==> src/rtl/src_route_pkg.sv <==
package src_route_pkg;
    typedef enum logic [1:0] {
        SRC_HIGH  = 2'b00,
        SRC_CONST = 2'b01,
        SRC_PULSE = 2'b10,
        SRC_BUS   = 2'b11
    } src_mode_e;
endpackage

==> src/rtl/src_route_cfg.sv <==
module src_route_cfg
    import src_route_pkg::*;
#(
    parameter int IDX_W = 5
) (
    input  logic             clk,
    input  logic             rst_n,
    input  logic             we,
    input  logic [1:0]       mode_in,
    input  logic             level_in,
    input  logic [IDX_W-1:0] index_in,
    input  logic [1:0]       edge_in,
    output src_mode_e        mode_q,
    output logic             level_q,
    output logic [IDX_W-1:0] index_q,
    output logic [1:0]       edge_q
);
    typedef struct packed {
        src_mode_e        mode;
        logic             level;
        logic [IDX_W-1:0] idx;
        logic [1:0]       edg;
    } cfg_t;

    cfg_t st_d, st_q;

    always_comb begin
        st_d = st_q;
        if (we) begin
            st_d.mode  = src_mode_e'(mode_in);
            st_d.level = level_in;
            st_d.idx   = index_in;
            st_d.edg   = edge_in;
        end
    end

    always_ff @(posedge clk) begin
        if (!rst_n) begin
            st_q <= '{mode: SRC_HIGH, level: 1'b0, idx: '0, edg: 2'b00};
        end else begin
            st_q <= st_d;
        end
    end

    assign mode_q  = st_q.mode;
    assign level_q = st_q.level;
    assign index_q = st_q.idx;
    assign edge_q  = st_q.edg;
endmodule

==> src/rtl/src_route_pulse.sv <==
module src_route_pulse #(
    parameter int PULSE_CYC = 300
) (
    input  logic clk,
    input  logic rst_n,
    input  logic fire,
    input  logic cancel,
    output logic active
);
    localparam int CNT_W = $clog2(PULSE_CYC + 1);

    typedef struct packed {
        logic [CNT_W-1:0] cnt;
    } pulse_t;

    pulse_t st_d, st_q;

    always_comb begin
        st_d = st_q;
        if (fire) begin
            st_d.cnt = CNT_W'(PULSE_CYC);
        end else if (cancel) begin
            st_d.cnt = '0;
        end else if (st_q.cnt != '0) begin
            st_d.cnt = st_q.cnt - CNT_W'(1);
        end
    end

    always_ff @(posedge clk) begin
        if (!rst_n) begin
            st_q <= '{cnt: '0};
        end else begin
            st_q <= st_d;
        end
    end

    assign active = (st_q.cnt != '0);
endmodule

==> src/rtl/src_route_edge.sv <==
module src_route_edge #(
    parameter int GAP_CYC = 1000
) (
    input  logic clk,
    input  logic rst_n,
    input  logic line,
    input  logic rise_en,
    input  logic fall_en,
    input  logic clr,
    output logic irq,
    output logic dropped
);
    localparam int GAP_W = $clog2(GAP_CYC + 1);

    typedef struct packed {
        logic [2:0]       sync;
        logic [GAP_W-1:0] gap;
        logic             irq;
        logic             drop;
    } edge_t;

    edge_t st_d, st_q;
    logic  rise, fall, hit;

    always_comb begin
        st_d      = st_q;
        st_d.sync = {st_q.sync[1:0], line};
        st_d.irq  = 1'b0;
        rise      = st_q.sync[1] & ~st_q.sync[2];
        fall      = ~st_q.sync[1] & st_q.sync[2];
        hit       = (rise & rise_en) | (fall & fall_en);
        if (st_q.gap != '0) begin
            st_d.gap = st_q.gap - GAP_W'(1);
        end
        if (hit) begin
            if (st_q.gap == '0) begin
                st_d.irq = 1'b1;
                st_d.gap = GAP_W'(GAP_CYC);
            end else begin
                st_d.drop = 1'b1;
            end
        end
        if (clr) begin
            st_d.drop = 1'b0;
        end
    end

    always_ff @(posedge clk) begin
        if (!rst_n) begin
            st_q <= '{sync: 3'b111, gap: '0, irq: 1'b0, drop: 1'b0};
        end else begin
            st_q <= st_d;
        end
    end

    assign irq     = st_q.irq;
    assign dropped = st_q.drop;
endmodule

==> src/rtl/src_route_sel.sv <==
module src_route_sel
    import src_route_pkg::*;
#(
    parameter int BUS_W     = 32,
    parameter int PULSE_CYC = 300,
    parameter int GAP_CYC   = 1000
) (
    input  logic                     clk,
    input  logic                     rst_n,
    input  logic                     cfg_we,
    input  logic [1:0]               cfg_mode,
    input  logic                     cfg_level,
    input  logic [$clog2(BUS_W)-1:0] cfg_index,
    input  logic [1:0]               cfg_edge,
    input  logic [BUS_W-1:0]         sig_bus,
    output logic                     sel_out,
    output logic                     irq,
    output logic                     irq_dropped
);
    localparam int IDX_W = $clog2(BUS_W);

    src_mode_e        mode_q;
    logic             level_q;
    logic [IDX_W-1:0] index_q;
    logic [1:0]       edge_q;
    logic             fire, cancel, pulse_on;

    assign fire   = cfg_we && (cfg_mode == 2'(SRC_PULSE));
    assign cancel = cfg_we && !fire;

    src_route_cfg #(.IDX_W(IDX_W)) u_cfg (
        .clk      (clk),
        .rst_n    (rst_n),
        .we       (cfg_we),
        .mode_in  (cfg_mode),
        .level_in (cfg_level),
        .index_in (cfg_index),
        .edge_in  (cfg_edge),
        .mode_q   (mode_q),
        .level_q  (level_q),
        .index_q  (index_q),
        .edge_q   (edge_q)
    );

    src_route_pulse #(.PULSE_CYC(PULSE_CYC)) u_pulse (
        .clk    (clk),
        .rst_n  (rst_n),
        .fire   (fire),
        .cancel (cancel),
        .active (pulse_on)
    );

    always_comb begin
        case (mode_q)
            SRC_HIGH:  sel_out = 1'b1;
            SRC_CONST: sel_out = level_q;
            SRC_PULSE: sel_out = pulse_on ? level_q : ~level_q;
            default:   sel_out = sig_bus[index_q];
        endcase
    end

    src_route_edge #(.GAP_CYC(GAP_CYC)) u_edge (
        .clk     (clk),
        .rst_n   (rst_n),
        .line    (sel_out),
        .rise_en (edge_q[0]),
        .fall_en (edge_q[1]),
        .clr     (cfg_we),
        .irq     (irq),
        .dropped (irq_dropped)
    );
endmodule

==> config.mk <==
export PLATFORM = sky130hd
export DESIGN_NAME = src_route_sel
export DESIGN_NICKNAME = d
export VERILOG_FILES = /design/src/rtl/src_route_pkg.sv /design/src/rtl/src_route_cfg.sv /design/src/rtl/src_route_pulse.sv /design/src/rtl/src_route_edge.sv /design/src/rtl/src_route_sel.sv
export SDC_FILE = /design/constraint.sdc
export NUM_CORES = 1
export LEC_CHECK = 0
export CAP_MARGIN = 25
export CORE_MARGIN = 2
export CORE_UTILIZATION = 45
export DETAILED_ROUTE_END_ITERATION = 16
export HOLD_SLACK_MARGIN = 0.15
export PLACE_DENSITY = 0.75
export SLEW_MARGIN = 10
export SYNTH_ARGS = -nofsm -noshare
export SYNTH_HDL_FRONTEND = slang
export SYNTH_SLANG_ARGS = --single-unit
==> constraint.sdc <==
create_clock -name clk -period 2.5 [get_ports clk]
set_clock_uncertainty 0.05 [all_clocks]
set_input_delay 0.25 -clock clk [delete_from_list [all_inputs] [get_ports clk]]
set_output_delay 0.25 -clock clk [all_outputs]
set_load 0.01 [all_outputs]
Yosys cells after proc, flatten, opt, wreduce, memory -nomap -nowiden --
Index checks and enable logic that the tools add are counted.
Word-level totals: bits in registers 34, output and inout port bits 3, input port bits 45, word-level logic and storage cells 49
Operators by class: mux-type cells 11, eq/ne operators 3, add/subtract/negate cells 2, bitwise operators 10, reduce and logical (&&, ||, !) cells 12, $lt $le $gt $ge 1
Operators by type and width (number):
- $mux 9 | 3
- $mux 12 | 1
- $mux 11 | 1
- $logic_not 10->1 | 1
- $mux 10 | 1
- $reduce_bool 10->1 | 1
- $sub 10x1->10 const B | 1
- $reduce_bool 9->1 | 1
- $sub 9x1->9 const B | 1
- $lt 5x6->1 const B | 1
- $bmux 1 s5 | 1
- $not 1->1 | 5
- $and 1x1->1 | 4
- $eq 2x2->1 const B | 2
- $reduce_and 2->1 | 2
- $mux 1 | 3
- $pmux 1 s3 | 1
- $reduce_bool 3->1 | 1
- $reduce_or 3->1 | 1
- $eq 2x1->1 const B | 1
- $logic_and 1x1->1 | 2
- $logic_not 2->1 | 1
- $reduce_or 2->1 | 1
- $logic_not 1->1 | 1
- $or 1x1->1 | 1

Logic depth before layout (Yosys ltp) --
word-level depth 6, gate-level depth with buffers 8, mapped depth without buffers 7

By module --
Synthesis repeated with hierarchy kept, for this count alone.
Second synthesis, totals: cell total of the unflattened synthesis 196, area, all modules 1856.8 µm²
By module, submodules not included:
- src_route_edge | seq. area each 300.3 µm², cells each 77, instances 1, area each 675.6 µm²
- src_route_pulse | seq. area each 180.2 µm², cells each 50, instances 1, area each 447.9 µm²
- src_route_cfg | seq. area each 200.2 µm², cells each 31, instances 1, area each 374.1 µm²
- src_route_sel | seq. area each 0.0 µm², cells each 38, instances 1, area each 359.1 µm²

Worst setup path after synthesis --
OpenSTA, ideal clock, no wires.
path kind register to output, start register u_pulse.st_q[0] (netlist name), end output port sel_out, path slack 212 ps, data required time 2200 ps, data arrival time 1988 ps, path buffers 1, stages on the path, launching flop included 9, cells stage by stage dfxtp_1 > inv_1 > ha_1 > or4b_4 > or3_1 > buf_6 > xor2_1 > o22a_1 > nand2_1
Between the ends: word-level cells in the longest chain between the ends 3
Ends and longest elaborated chain:
- from (decl) | RTL line src_route_pulse.sv:16 | pulse_t st_d, st_q;
- from (signal assigned) | RTL line src_route_pulse.sv:31 | st_q <= '{cnt: '0};
- from (signal assigned) | RTL line src_route_pulse.sv:33 | st_q <= st_d;
- $reduce_bool 9->1 | RTL line src_route_pulse.sv:37 | assign active = (st_q.cnt != '0);
- $mux 1 | RTL line src_route_sel.sv:57 | SRC_PULSE: sel_out = pulse_on ? level_q : ~level_q;
- $pmux 1 s3 | RTL line src_route_sel.sv:54 | case (mode_q)
- to (decl) | RTL line src_route_sel.sv:16 | output logic sel_out,
No other way between the ends.

Final worst setup path --
start register u_pulse.st_q[1] (netlist name), end output port sel_out
Same word-level chain as after synthesis.

==> results.py <==
metrics = {
    "critical_path": {
        "r2r-start": "u_edge.st_q[5]",
        "r2r_end": "u_edge.st_q[2]",
        "critPathKind": "reg2out",
        "startpoint_type": "register",
        "critical-path-top-delay-family": "simple AND/OR/NAND/NOR gates",
        "r2r_setup_slack_ns": 0.32,
        "slowest_stage": "or4b_4",
        "required_ns": 2.20,
        "cp_max_fo": 2,
        "cp-end-kind": "output pin",
        "crit_arrival_ns": 2.14,
        "cp_cell_sequence": "inv_2, ha_4, or4b_4, or3_4, xor2_1, o22a_1, nand2_1, buf_6",
        "path_buf_inv": 2,
        "max_stage_delay_ns": 0.45,
        "worstRegToRegCells": 7,
    },
    "clock_network": {
        "cts.path.max_buffers": 2,
        "clock-root-buffer": "clkbuf_8",
        "cts.sinks": 34,
        "cts_tree": "yes",
        "clock_latency_ns": 0.28,
        "path_clk_slew_ns": 0.07,
        "cts_buffers": 5,
        "htree_num_levels": 2,
        "cts_setup_buffers": 0,
    },
    "synth": {
        "synth_compound_area_share_pct": 11.1,
        "synth_ff_type": "dfxtp_1",
        "syn_avg_cell_area_um2": 9.41,
        "muxShareOfSynthArea_pct": 16.1,
        "synth_warnings": 0,
        "syn_inst": 191,
        "syn-num-nets": 240,
        "yosys.area_share.simple_pct": 22.8,
        "synth_top_family_by_area": "simple AND/OR/NAND/NOR gates",
        "synth_edf_count": 0,
        "synth_xor_area_share_pct": 5.36,
        "synthesis.area_mm2": 0.00180,
        "ys_ff_latch": 34,
        "yosysSeqAreaShare_pct": 37.9,
        "synth_top_area_share_pct": 37.9,
        "netlist.top_cell.by_area": "dfxtp_1",
        "post-synth-top-count-cell": "dfxtp_1",
        "synth_cell_types": 46,
        "synthTopCellsByCount": "dfxtp_1 (34), nor2_1 (19), nor2b_1 (14)",
        "ys_async_sr_fraction_pct": 0,
        "yosys-top-cells-area": "dfxtp_1 (38%), mux4_2 (6.3%), mux2i_1 (6.1%)",
        "post_synth_fa_ha_maj_area_fraction_pct": 2.78,
    },
    "layout": {
        "layoutNonFillerInstCount": 303,
        "area_growth_syn_to_layout_pct": 41.5,
        "fin_nets": 303,
        "diodes": 0,
        "drive_gt1_share_pct": 19.6,
    },
    "route": {
        "first_pass_iters": 4,
        "wl_per_cell_um": 13.3,
        "drt-initial-drc-count": 46,
        "drc": 0,
        "viasPerCell": 5.13,
        "vias": 1553,
        "wirelength_um": 4030,
        "ant_nets": 0,
    },
    "global_route": {
        "grt_max_degree": 21,
        "grt_overflow_total": 0,
        "first_global_vias": 1508,
        "grt_pass1_wl_um": 6530,
        "grtUsageTotal_pct": 19.3,
        "antenna_found_initial": 0,
    },
    "run": {
        "cap_violations": 0,
    },
    "place": {
        "dp_hpwl_um": 3050,
        "routabilityCongestion": 0.749,
        "place_inst": 295,
        "port_buffers": 47,
    },
    "power_and_ir_drop": {
        "p_leak_nw": 0.986,
        "seqPwrFrac_pct": 33.4,
        "p_switching_mw": 0.756,
        "clock_power_share_pct": 18.7,
        "comb_power_share_pct": 47.9,
        "p_int_mw": 1.49,
        "total_power_mw": 2.24,
        "switching_share_pct": 33.7,
        "powerDensity_mw_per_mm2": 882,
        "ir_drop_mv": 0.593,
    },
    "floorplanning": {
        "row_count": 22,
        "coreArea_mm2": 0.00374,
        "die_h_um": 67.2,
        "start_util_pct": 48.0,
        "io_pins": 48,
        "die_w_um": 67.2,
        "die_area_mm2": 0.00452,
    },
    "hold_path": {
        "hold_end": "u_edge.st_d[14]",
        "hp-class": "reg2reg",
        "hp-start": "u_edge.st_d[13]",
        "whs_path_depth": 1,
    },
    "sta": {
        "relSlewSlack_pct": 69.2,
        "timing.final.crit_share_pct": 97.5,
        "finalMaxSlewViolations": 0,
        "rsz0062_at_grt": "true",
        "worst_slew_pin_slew_ns": 0.458,
        "setup_viol_count_final": 0,
        "finalHoldViolations": 0,
        "fin_crit_ns": 2.44,
        "max_freq_mhz": 410,
    },
    "outcome": {
        "outcome": "complete, no violations",
    },
}
==> registers in the layout, summed over array words and instances (netlist names) <==
signal / flops
u_edge.st_q: 11
u_pulse.st_q: 9
u_cfg.index_q: 5
u_cfg.edge_q: 2
u_cfg.mode_q: 2
u_edge.st_d: 2
u_cfg.level_q: 1
u_edge.dropped: 1
u_edge.irq: 1
==> metrics by stage <==
stage	util [%]	TNS [ns]	cell area (um^2)	hold WS [ns]	setup WS, ns
after global placement	64.8	-0.0935	2430	0.358	-0.0935
after CTS	67.4	0	2520	0.391	0.0129
final	67.9	0	2540	0.378	0.0626
after global routing	67.9	-0.0393	2540	0.425	-0.0393
after detailed placement	64.8	-0.0992	2430	0.364	-0.0992
after floorplan	-	0	1800	0.273	0.212
==> layout make-up <==
class                           instances  area, um^2
Clock buffer                            6        82.6
Tap cell                               48        60.1
Multi-Input combinational cell        142        1060
Fill cell                             325        1200
Timing Repair Buffer                   65         619
Inverter                                6        22.5
Clock inverter                          2        12.5
Sequential cell                        34         683
==> power groups by stage <==
stage               clock (mW)  combinational, mW  sequential (mW)
detailed placement           0               1.04            0.755
global route             0.460               1.22            0.768
finish                   0.419               1.08            0.750
CTS                      0.433               1.06            0.744
global placement             0               1.02            0.751
floorplan                    0              0.738            0.747
==> how the worst max path moves through the flow <==
stage | slack [ns] | to | from | cells after the start
floorplan | 0.21 | sel_out | u_pulse.st_q[0] | 8
global placement | -0.09 | sel_out | u_pulse.st_q[0] | 8
detailed placement | -0.1 | sel_out | u_pulse.st_q[0] | 8
CTS | 0.01 | sel_out | u_pulse.st_q[0] | 8
global route | -0.04 | sel_out | u_pulse.st_q[1] | 8
finish | 0.06 | sel_out | u_pulse.st_q[1] | 8
==> logic make-up after synthesis <==
kind of cell / after synthesis
DFF: 34
buffers and inverters: 15
and+or+nand+nor: 74
adders and majority gates: 4
AOI/OAI and AO/OA: 31
muxes: 22
xor gates and xnor gates: 11
==> what timing repair did <==
item                       4_1_cts  5_1_grt
pin swaps                        0        3
hold buffers                     0        0
setup endpoints to repair        1        1
gates resized for setup          5        7
==> metal layers <==
layer,vias to the layer above,global-route usage (%),share of wire (%)
li1,804,-,-
met1,711,24.4,45
met2,34,31.3,49
met3,4,6.17,4.9
met4,0,5.87,0.89
met5,-,0,0
==> cells in the final DEF, fill, tap and decap left out, drive strengths merged, types with 2 or more instances in the layout <==
cell type	count
o22ai	2
mux2	6
o21ai	6
nand2b	8
clkbuf	6
mux4	5
or4b	2
nor2	19
nor3	6
a31oi	2
inv	6
ha	4
nor3b	2
mux2i	11
xnor2	8
clkdlybuf4s50	46
xor2	3
nand2	12
nand3	3
a21boi	3
a21oi	10
or3	2
dfxtp	34
buf	19
nor2b	14
(Power assumes the default switching activity.)
